--- config.mk ---
export PLATFORM = sky130hd
export DESIGN_NAME = bus_cycle_seq
export DESIGN_NICKNAME = d
export VERILOG_FILES = /design/src/rtl/bcs_pkg.sv /design/src/rtl/bcs_decode.sv /design/src/rtl/bcs_fsm.sv /design/src/rtl/bcs_drive.sv /design/src/rtl/bus_cycle_seq.sv
export SDC_FILE = /design/constraint.sdc
export NUM_CORES = 1
export LEC_CHECK = 0
export ABC_CLOCK_PERIOD_IN_PS = 3100
export BUFFER_PORTS_ARGS = -buffer_cell sky130_fd_sc_hd__buf_2
export CORE_UTILIZATION = 45
export CTS_BUF_LIST = sky130_fd_sc_hd__clkbuf_8
export DETAILED_ROUTE_END_ITERATION = 8
export GPL_ROUTABILITY_DRIVEN = 0
export PLACE_DENSITY = 0.84
export SLEW_MARGIN = 25
export SYNTH_ARGS = -nofsm -noshare
export SYNTH_HDL_FRONTEND = slang
export SYNTH_HIERARCHICAL = 1
export SYNTH_SLANG_ARGS = --single-unit
export TNS_END_PERCENT = 20
--- constraint.sdc ---
create_clock -name clk -period 3.1 [get_ports clk]
set_input_delay 0.465 -clock clk [delete_from_list [all_inputs] [get_ports clk]]
set_output_delay 0.465 -clock clk [all_outputs]
set_load 0.005 [all_outputs]
--- src/rtl/bcs_pkg.sv ---
package bcs_pkg;
    typedef enum logic [2:0] {
        ST_IDLE, ST_T1, ST_T2, ST_TW, ST_T3, ST_HOLD, ST_HALT
    } bcs_state_t;

    localparam logic [2:0] CODE_FETCH = 3'b011;
    localparam logic [2:0] CODE_MRD   = 3'b010;
    localparam logic [2:0] CODE_MWR   = 3'b001;
    localparam logic [2:0] CODE_IORD  = 3'b110;
    localparam logic [2:0] CODE_IOWR  = 3'b101;
    localparam logic [2:0] CODE_ACK   = 3'b111;

    typedef struct packed {
        logic ok;
        logic rd;
        logic wr;
        logic ack;
    } bcs_class_t;
endpackage

--- src/rtl/bcs_decode.sv ---
module bcs_decode
    import bcs_pkg::*;
(
    input  logic [2:0] code,
    output bcs_class_t cls
);
    always_comb begin
        cls = '0;
        unique case (code)
            CODE_FETCH, CODE_MRD, CODE_IORD: begin cls.ok = 1'b1; cls.rd = 1'b1; end
            CODE_MWR, CODE_IOWR:             begin cls.ok = 1'b1; cls.wr = 1'b1; end
            CODE_ACK:                        begin cls.ok = 1'b1; cls.ack = 1'b1; end
            default:                         cls = '0;
        endcase
    end
endmodule

--- src/rtl/bcs_fsm.sv ---
module bcs_fsm
    import bcs_pkg::*;
(
    input  logic       clk,
    input  logic       rst_n,
    input  logic       go,
    input  logic       hold,
    input  logic       halt_req,
    input  logic       ready,
    output bcs_state_t state,
    output logic       accept
);
    bcs_state_t nxt;

    always_ff @(posedge clk or negedge rst_n) begin
        if (!rst_n) state <= ST_IDLE;
        else        state <= nxt;
    end

    always_comb begin
        nxt    = state;
        accept = 1'b0;
        unique case (state)
            ST_IDLE, ST_T3, ST_HALT: begin
                if (hold)          nxt = ST_HOLD;
                else if (go)       begin nxt = ST_T1; accept = 1'b1; end
                else if (halt_req) nxt = ST_HALT;
                else               nxt = ST_IDLE;
            end
            ST_T1:          nxt = ST_T2;
            ST_T2, ST_TW:   nxt = ready ? ST_T3 : ST_TW;
            ST_HOLD:        nxt = hold ? ST_HOLD : ST_IDLE;
            default:        nxt = ST_IDLE;
        endcase
    end
endmodule

--- src/rtl/bcs_drive.sv ---
module bcs_drive
    import bcs_pkg::*;
#(
    parameter int ADDR_W = 16,
    parameter int DATA_W = 8,
    localparam int HI_W  = ADDR_W - DATA_W
) (
    input  logic              clk,
    input  logic              rst_n,
    input  bcs_state_t        state,
    input  logic              accept,
    input  logic [2:0]        req_code,
    input  logic [ADDR_W-1:0] req_addr,
    input  logic [DATA_W-1:0] wr_data,
    input  logic [DATA_W-1:0] ad_i,
    output logic [DATA_W-1:0] ad_o,
    output logic              ad_oe,
    output logic [HI_W-1:0]   addr_hi,
    output logic              addr_hi_oe,
    output logic              ale,
    output logic              rd_n,
    output logic              wr_n,
    output logic              inta_n,
    output logic              ctrl_oe,
    output logic              io_m,
    output logic              iom_oe,
    output logic              s1,
    output logic              s0,
    output logic              hlda,
    output logic [DATA_W-1:0] rd_data,
    output logic              cyc_done
);
    logic [2:0]        cur_code;
    logic [ADDR_W-1:0] cur_addr;
    logic [DATA_W-1:0] cur_wdata;
    bcs_class_t        cls;
    logic              in_cyc, strobe_ph;

    bcs_decode u_cur_dec (.code(cur_code), .cls(cls));

    always_ff @(posedge clk or negedge rst_n) begin
        if (!rst_n) begin
            cur_code  <= '0;
            cur_addr  <= '0;
            cur_wdata <= '0;
            rd_data   <= '0;
            cyc_done  <= 1'b0;
        end else begin
            if (accept) begin
                cur_code  <= req_code;
                cur_addr  <= req_addr;
                cur_wdata <= wr_data;
            end
            if (state == ST_T3 && !cls.wr) rd_data <= ad_i;
            cyc_done <= (state == ST_T3);
        end
    end

    always_comb begin
        in_cyc     = (state == ST_T1) || (state == ST_T2) || (state == ST_TW) || (state == ST_T3);
        strobe_ph  = (state == ST_T2) || (state == ST_TW) || (state == ST_T3);
        ale        = (state == ST_T1);
        ad_oe      = rst_n && ((state == ST_T1) || (strobe_ph && cls.wr));
        ad_o       = (state == ST_T1) ? cur_addr[DATA_W-1:0] : cur_wdata;
        addr_hi    = cur_addr[ADDR_W-1:DATA_W];
        addr_hi_oe = rst_n && in_cyc;
        rd_n       = !(strobe_ph && cls.rd);
        wr_n       = !(strobe_ph && cls.wr);
        inta_n     = !(strobe_ph && cls.ack);
        ctrl_oe    = rst_n && (state != ST_HOLD);
        iom_oe     = rst_n && (state != ST_HOLD) && (state != ST_HALT);
        {io_m, s1, s0} = in_cyc ? cur_code : 3'b000;
        hlda       = (state == ST_HOLD);
    end
endmodule

--- src/rtl/bus_cycle_seq.sv ---
module bus_cycle_seq
    import bcs_pkg::*;
#(
    parameter int ADDR_W = 16,
    parameter int DATA_W = 8,
    localparam int HI_W  = ADDR_W - DATA_W
) (
    input  logic              clk,
    input  logic              rst_n,
    input  logic              req_valid,
    input  logic [2:0]        req_code,
    input  logic [ADDR_W-1:0] req_addr,
    input  logic [DATA_W-1:0] wr_data,
    input  logic              ready,
    input  logic              hold,
    input  logic              halt_req,
    input  logic [DATA_W-1:0] ad_i,
    output logic [DATA_W-1:0] ad_o,
    output logic              ad_oe,
    output logic [HI_W-1:0]   addr_hi,
    output logic              addr_hi_oe,
    output logic              ale,
    output logic              rd_n,
    output logic              wr_n,
    output logic              inta_n,
    output logic              ctrl_oe,
    output logic              io_m,
    output logic              iom_oe,
    output logic              s1,
    output logic              s0,
    output logic              hlda,
    output logic [DATA_W-1:0] rd_data,
    output logic              cyc_done
);
    bcs_class_t req_cls;
    bcs_state_t state;
    logic       accept;
    logic       go;

    bcs_decode u_req_dec (.code(req_code), .cls(req_cls));

    assign go = req_valid && req_cls.ok;

    bcs_fsm u_fsm (
        .clk(clk), .rst_n(rst_n), .go(go), .hold(hold),
        .halt_req(halt_req), .ready(ready), .state(state), .accept(accept)
    );

    bcs_drive #(.ADDR_W(ADDR_W), .DATA_W(DATA_W)) u_drive (
        .clk(clk), .rst_n(rst_n), .state(state), .accept(accept),
        .req_code(req_code), .req_addr(req_addr), .wr_data(wr_data), .ad_i(ad_i),
        .ad_o(ad_o), .ad_oe(ad_oe), .addr_hi(addr_hi), .addr_hi_oe(addr_hi_oe),
        .ale(ale), .rd_n(rd_n), .wr_n(wr_n), .inta_n(inta_n), .ctrl_oe(ctrl_oe),
        .io_m(io_m), .iom_oe(iom_oe), .s1(s1), .s0(s0), .hlda(hlda),
        .rd_data(rd_data), .cyc_done(cyc_done)
    );
endmodule

==> run_results.csv, run 1 <==
group,metric,value,unit
routing,drt-pass1-iter-count,4,
floorplanning,dieWidth,66.2,µm
pwr,power.density,996,nW/µm²
pwr,pwr-share-clk,0.179,
clock_tree,ctsRootBufferMaster,"clkbuf_8",
timing,worstMarginPinSlew,0.577,ns
pwr,p_int,0.00159,W
routing,ant_nets,0,
clock_tree,clk-insertion-delay-late,0.29,ns
clock_tree,cts_resized,0,
pwr,netSwitchingPower,0.000741,W
global_routing,grt_pass1_vias,1308,
pwr,combPwrFrac,0.406,
cells_and_area,drive_gt1_frac,0.656,
timing,relSlewSlack,0.614,
clock_tree,clockBufferDepth,2,
clock_tree,cts.clk_slew.worst_paths,0.08,ns
placed_design,place_hpwl,2.67,mm
logic_synthesis,postSynthCellCount,135,
floorplanning,core,3800,µm²
worst_setup_path,cp_max_fo,13,
worst_setup_path,r2r-start,"u_fsm/state[1]",
clock_tree,cts_max_level,2,
global_routing,antenna_found_initial,0,
routing,wl_per_cell,13.8,µm
clock_tree,cts_buffers,5,
global_routing,grtUsageTotal,0.183,
worst_setup_path,start_kind,"register",
timing,fin_crit_sh,0.747,
routing,drt-initial-drc-count,61,
worst_setup_path,r2r_slack,1.29,ns
worst_setup_path,crit_required,2.63,ns
logic_synthesis,syn_avg_cell_area,13.7,µm²
worst_setup_path,crit_chain,"nor3b_1 > buf_4 > mux2_2 > buf_2",
outcome,run_status,"completed",
hold_path,hold_path.class,"in -> async",
worst_setup_path,critical_path_arrival,1.85,ns
clock_tree,cts_tree,"done",
cells_and_area,n_antenna_cell,0,
timing,hold_ws,0.0120,ns
timing,final_hold_viol_count,0,
pwr,p_leak,1.11,nW
pwr,power_frac_seq,0.415,
placed_design,pre_cts_ws,1.10,ns
cells_and_area,area_growth,26.3,%
clock_tree,cts_setup_buffers,0,
floorplanning,io_pins,78,
timing,max_freq,432,MHz
timing,rsz0062_at_grt,"no",
timing,setup_viol,0,
worst_setup_path,slowest_delay,0.63,ns
floorplanning,die_area,4380,µm²
logic_synthesis,synth_fp_nets,176,
worst_setup_path,critPathSlowestCell,"dfrtp_1",
worst_setup_path,reg2regPathDepth,4,
global_routing,grt_max_degree,35,
pwr,ir_worst_vdd,0.566,mV
floorplanning,start_util,0.488,
job,max-cap-violations,0,
pwr,switching_share,0.317,
global_routing,grt_pass1_wl,5.88,mm
timing,drv_slew,0,
clock_tree,clkSinkCount,39,
pwr,power,0.00233,W
timing,setup_slack,0.783,ns
placed_design,numPortBuffers,77,
global_routing,gr-total-overflow,0,
timing,min_period,2.32,ns
worst_setup_path,crit_path_end_kind,"output pin",
timing,clock-skew-final,0.00857,ns
timing,fin_setup_tns,0,ns
floorplanning,std_cell_rows,22,
clock_tree,ctsHoldBuffers,0,
routing,viasPerCell,5.05,
floorplanning,die_h,66.2,µm
logic_synthesis,synth_area,1860,µm²
cells_and_area,nets,249,
routing,routed-via-count,1298,
worst_setup_path,worstSetupPathType,"reg -> out",
routing,drc_errors,0,
routing,drt_wl_total,3.54,mm
worst_setup_path,r2r_end,"u_drive/cur_addr[1]",
logic_synthesis,synth_warnings,6,
registers in the layout, summed over array words and instances (netlist names):
signal and flops:
u_drive/cyc_done 1, u_drive/cur_code 3, u_fsm/state 3, u_drive/cur_addr 16, u_drive/cur_wdata 8, u_drive/rd_data 8
metal layers:
metal	track usage	vias up	routed length [µm]
li1	-	622	-
met4	0.0638	0	50
met2	0.292	55	1640
met3	0.0672	6	248
met5	0	-	0
met1	0.228	615	1600
layout make-up:
type,instances,area (µm²)
clock inverter,3,43.8
sequential,39,976
fill,316,1460
clock buffer,5,68.8
multi-input combinational,81,783
inverter,1,3.75
tap,48,60.1
timing repair buffer,80,408
cells in the final DEF, fill, tap and decap left out, drive strengths merged, types with 2 or more instances in the layout:
cell and count:
dfrtp 39, o311ai 2, nor4b 2, nor2b 6, a21boi 2, nor2 3, o21ai 3, mux2 44
nor3b 6, clkbuf 5, clkinv 2, buf 80
worst max path at each step:
stage / from / to / slack, ns / cells after the start
2_1_floorplan: req_code[1] / u_drive/cur_addr[10] / 1.32 / 6
3_3_place_gp: u_fsm/state[0] / ad_o[4] / 1.14 / 4
3_5_place_dp: u_fsm/state[0] / ad_o[3] / 1.10 / 4
4_1_cts: u_fsm/state[0] / ad_o[3] / 0.76 / 4
5_1_grt: u_fsm/state[0] / ad_o[3] / 0.66 / 4
6_report: u_fsm/state[0] / ad_o[3] / 0.78 / 4
metrics by stage:
stage / utilization / area (µm²) / cells
CTS: 0.617 / 2340 / 257
detailed placement: 0.587 / 2230 / 249
global placement: 0.587 / 2230 / 249
floorplan: - / 1860 / 135
global route: 0.617 / 2340 / 257
finish: 0.617 / 2340 / 257
critical path: cells and delay by family (launching register included):
family,cells,cell delay [ns]
DFF,1,0.63
and+or+nand+nor,1,0.24
muxes,1,0.35
buffers and inverters,2,0.35
power groups by stage:
stage | Sequential (W) | Clock, W | Combinational, W
after global placement | 0.000971 | 0 | 0.000928
after detailed placement | 0.000980 | 0 | 0.000959
after floorplan | 0.000907 | 0 | 0.000726
after CTS | 0.000972 | 0.000429 | 0.000961
final | 0.000969 | 0.000418 | 0.000948
after global routing | 0.00101 | 0.000449 | 0.00104
Note: power is estimated with default switching activity, not from simulation.
==> run 2, diff against run 1 <==
--- a/config.mk
+++ b/config.mk
@@ -5,7 +5,7 @@
 export SDC_FILE = /design/constraint.sdc
 export NUM_CORES = 1
 export LEC_CHECK = 0
-export ABC_CLOCK_PERIOD_IN_PS = 3100
+export ABC_CLOCK_PERIOD_IN_PS = 2280
 export BUFFER_PORTS_ARGS = -buffer_cell sky130_fd_sc_hd__buf_2
 export CORE_UTILIZATION = 45
 export CTS_BUF_LIST = sky130_fd_sc_hd__clkbuf_8
==> constraint.sdc (replaced) <==
create_clock -name clk -period 2.28 [get_ports clk]
set_input_delay 0.342 -clock clk [delete_from_list [all_inputs] [get_ports clk]]
set_output_delay 0.342 -clock clk [all_outputs]
set_load 0.005 [all_outputs]
==> run 2 against run 1 <==
Sequential power grew 34%. Worst hold slack improved by 0.25 ns. Core utilization decreased by 0.33 points. Combinational power rose by 39%. Sequential cell count did not move. Sequential share of layout area up 0.22 points.
==> run_results.csv, run 2 (same netlist as run 1, synthesis figures left out) <==
group,metric,value,unit
worst_setup_path,r2r_end,"u_drive/cur_wdata[0]",
hold_path,hold_path_depth,2,
timing,drv_slew,0,
worst_setup_path,critical_path_arrival,1.74,ns
timing,clock-skew-final,0.00690,ns
floorplanning,core,3800,µm²
timing,rsz0062_at_grt,"no",
clock_tree,clockBufferDepth,2,
cells_and_area,mostFrequentLayoutCells,"buf_2, mux2_2, dfrtp_1",
cells_and_area,nets,251,
clock_tree,cts_max_level,2,
floorplanning,start_util,0.488,
pwr,ir_worst_vdd,0.613,mV
worst_setup_path,critPathSlowestCell,"dfrtp_1",
placed_design,numPortBuffers,77,
hold_path,hold_path.class,"in -> reg",
cells_and_area,area_growth,25.6,%
timing,max_freq,481,MHz
timing,worstMarginPinSlew,0.567,ns
clock_tree,ctsRootBufferMaster,"clkbuf_8",
clock_tree,cts_buffers,5,
cells_and_area,final_common_cell,"buf_2",
worst_setup_path,r2r-start,"u_fsm/state[1]",
timing,hold_ws,0.260,ns
routing,drt_wl_total,3.63,mm
cells_and_area,drive_gt1_frac,0.652,
worst_setup_path,start_kind,"register",
worst_setup_path,crit_chain,"nor3b_1 > buf_4 > mux2_2 > buf_2",
global_routing,antenna_found_initial,0,
hold_path,min_from,"ready",
floorplanning,io_pins,78,
routing,drc_errors,0,
clock_tree,cts_tree,"done",
placed_design,place_hpwl,2.71,mm
routing,drt-pass1-iter-count,4,
timing,final_hold_viol_count,0,
global_routing,grt_pass1_vias,1342,
worst_setup_path,crit_required,1.94,ns
routing,viasPerCell,5.16,
cells_and_area,regMostFlops,"u_drive/cur_addr",
routing,routed-via-count,1332,
floorplanning,die_area,4380,µm²
pwr,p_leak,1.11,nW
worst_setup_path,slowest_delay,0.51,ns
pwr,power,0.00306,W
global_routing,gr-total-overflow,0,
cells_and_area,fillers,322,
worst_setup_path,reg2regPathDepth,4,
clock_tree,cts.clk_slew.worst_paths,0.07,ns
routing,drt-initial-drc-count,56,
worst_setup_path,cp_max_fo,12,
worst_setup_path,crit_path_end_kind,"output pin",
timing,min_period,2.08,ns
floorplanning,std_cell_rows,22,
clock_tree,clk-insertion-delay-late,0.29,ns
timing,fin_setup_tns,0,ns
timing,setup_viol,0,
timing,fin_crit_sh,0.911,
global_routing,grt_max_degree,35,
cells_and_area,reg_top3,"u_drive/cur_addr (16), u_drive/cur_wdata (8), u_drive/rd_data (8)",
job,max-cap-violations,0,
clock_tree,clkSinkCount,39,
routing,wl_per_cell,14.1,µm
pwr,power.density,1310,nW/µm²
timing,relSlewSlack,0.621,
global_routing,grtUsageTotal,0.188,
routing,ant_nets,0,
global_routing,grt_pass1_wl,6.00,mm
worst_setup_path,r2r_slack,0.46,ns
floorplanning,dieWidth,66.2,µm
worst_setup_path,worstSetupPathType,"reg -> out",
outcome,run_status,"completed",
clock_tree,cts_setup_buffers,0,
hold_path,hold_end,"u_fsm/state[1]",
cells_and_area,largest_reg_flops,16,
cells_and_area,n_antenna_cell,0,
floorplanning,die_h,66.2,µm
-- run 2: changes by cell type in the layout (fill, tap and decap cells not counted), sizes merged --
cell,before,now
dlygate4sd3,0,1
bufinv,1,0
buf,80,81
-- run 2: worst max-delay path by stage --
stage	from	end	slack, ns	cells after the start
2_1_floorplan	u_fsm/state[2]	u_drive/cur_addr[10]	0.56	5
3_3_place_gp	u_fsm/state[1]	u_drive/cur_wdata[7]	0.49	4
3_5_place_dp	u_fsm/state[1]	u_drive/cur_addr[5]	0.46	4
4_1_cts	u_fsm/state[2]	ad_o[3]	0.18	4
5_1_grt	u_fsm/state[1]	ad_o[5]	0.10	4
6_report	u_fsm/state[2]	ad_o[3]	0.20	4
-- run 2: cell type report --
type	instances	area (µm²)	area share
Clock buffer	5	68.8	0.0295
Clock inverter	2	13.8	0.00590
Inverter	1	3.75	0.00161
Multi-Input combinational cell	81	783	0.336
Sequential cell	39	976	0.419
Tap cell	48	60.1	0.0258
Timing Repair Buffer	82	425	0.183
-- run 2: routing by layer --
layer / global-route usage / vias up / share of wire
met5: 0 / - / 0
met4: 0.0718 / 0 / 0.011
met3: 0.0655 / 5 / 0.082
met2: 0.310 / 56 / 0.48
met1: 0.223 / 645 / 0.43
li1: - / 626 / -
-- run 2: metrics by stage --
stage	std cells	utilization	worst slack (ns)	cell area [µm²]
finish	258	0.614	0.203	2330
global route	258	0.614	0.102	2330
CTS	258	0.614	0.183	2330
detailed placement	250	0.589	0.465	2240
global placement	250	0.589	0.492	2240
floorplan	135	-	0.558	1860
-- run 2: power by group --
group / switching (W) / internal (W) / total, W
clock: 0.000232 / 0.000209 / 0.000441
sequential: 0.000256 / 0.00104 / 0.00130
combinational: 0.000508 / 0.000812 / 0.00132
-- run 2: what timing repair did --
item	in CTS	in global routing
gates resized for setup	0	0
hold buffers	1	0
hold endpoints to repair	5	0
-- run 2: critical path, delay by kind of cell, from the launching register on --
family / cells / cell delay, ns
buffers and inverters: 2 / 0.34
flip-flops: 1 / 0.51
multiplexers: 1 / 0.36
AND/OR/NAND/NOR: 1 / 0.24
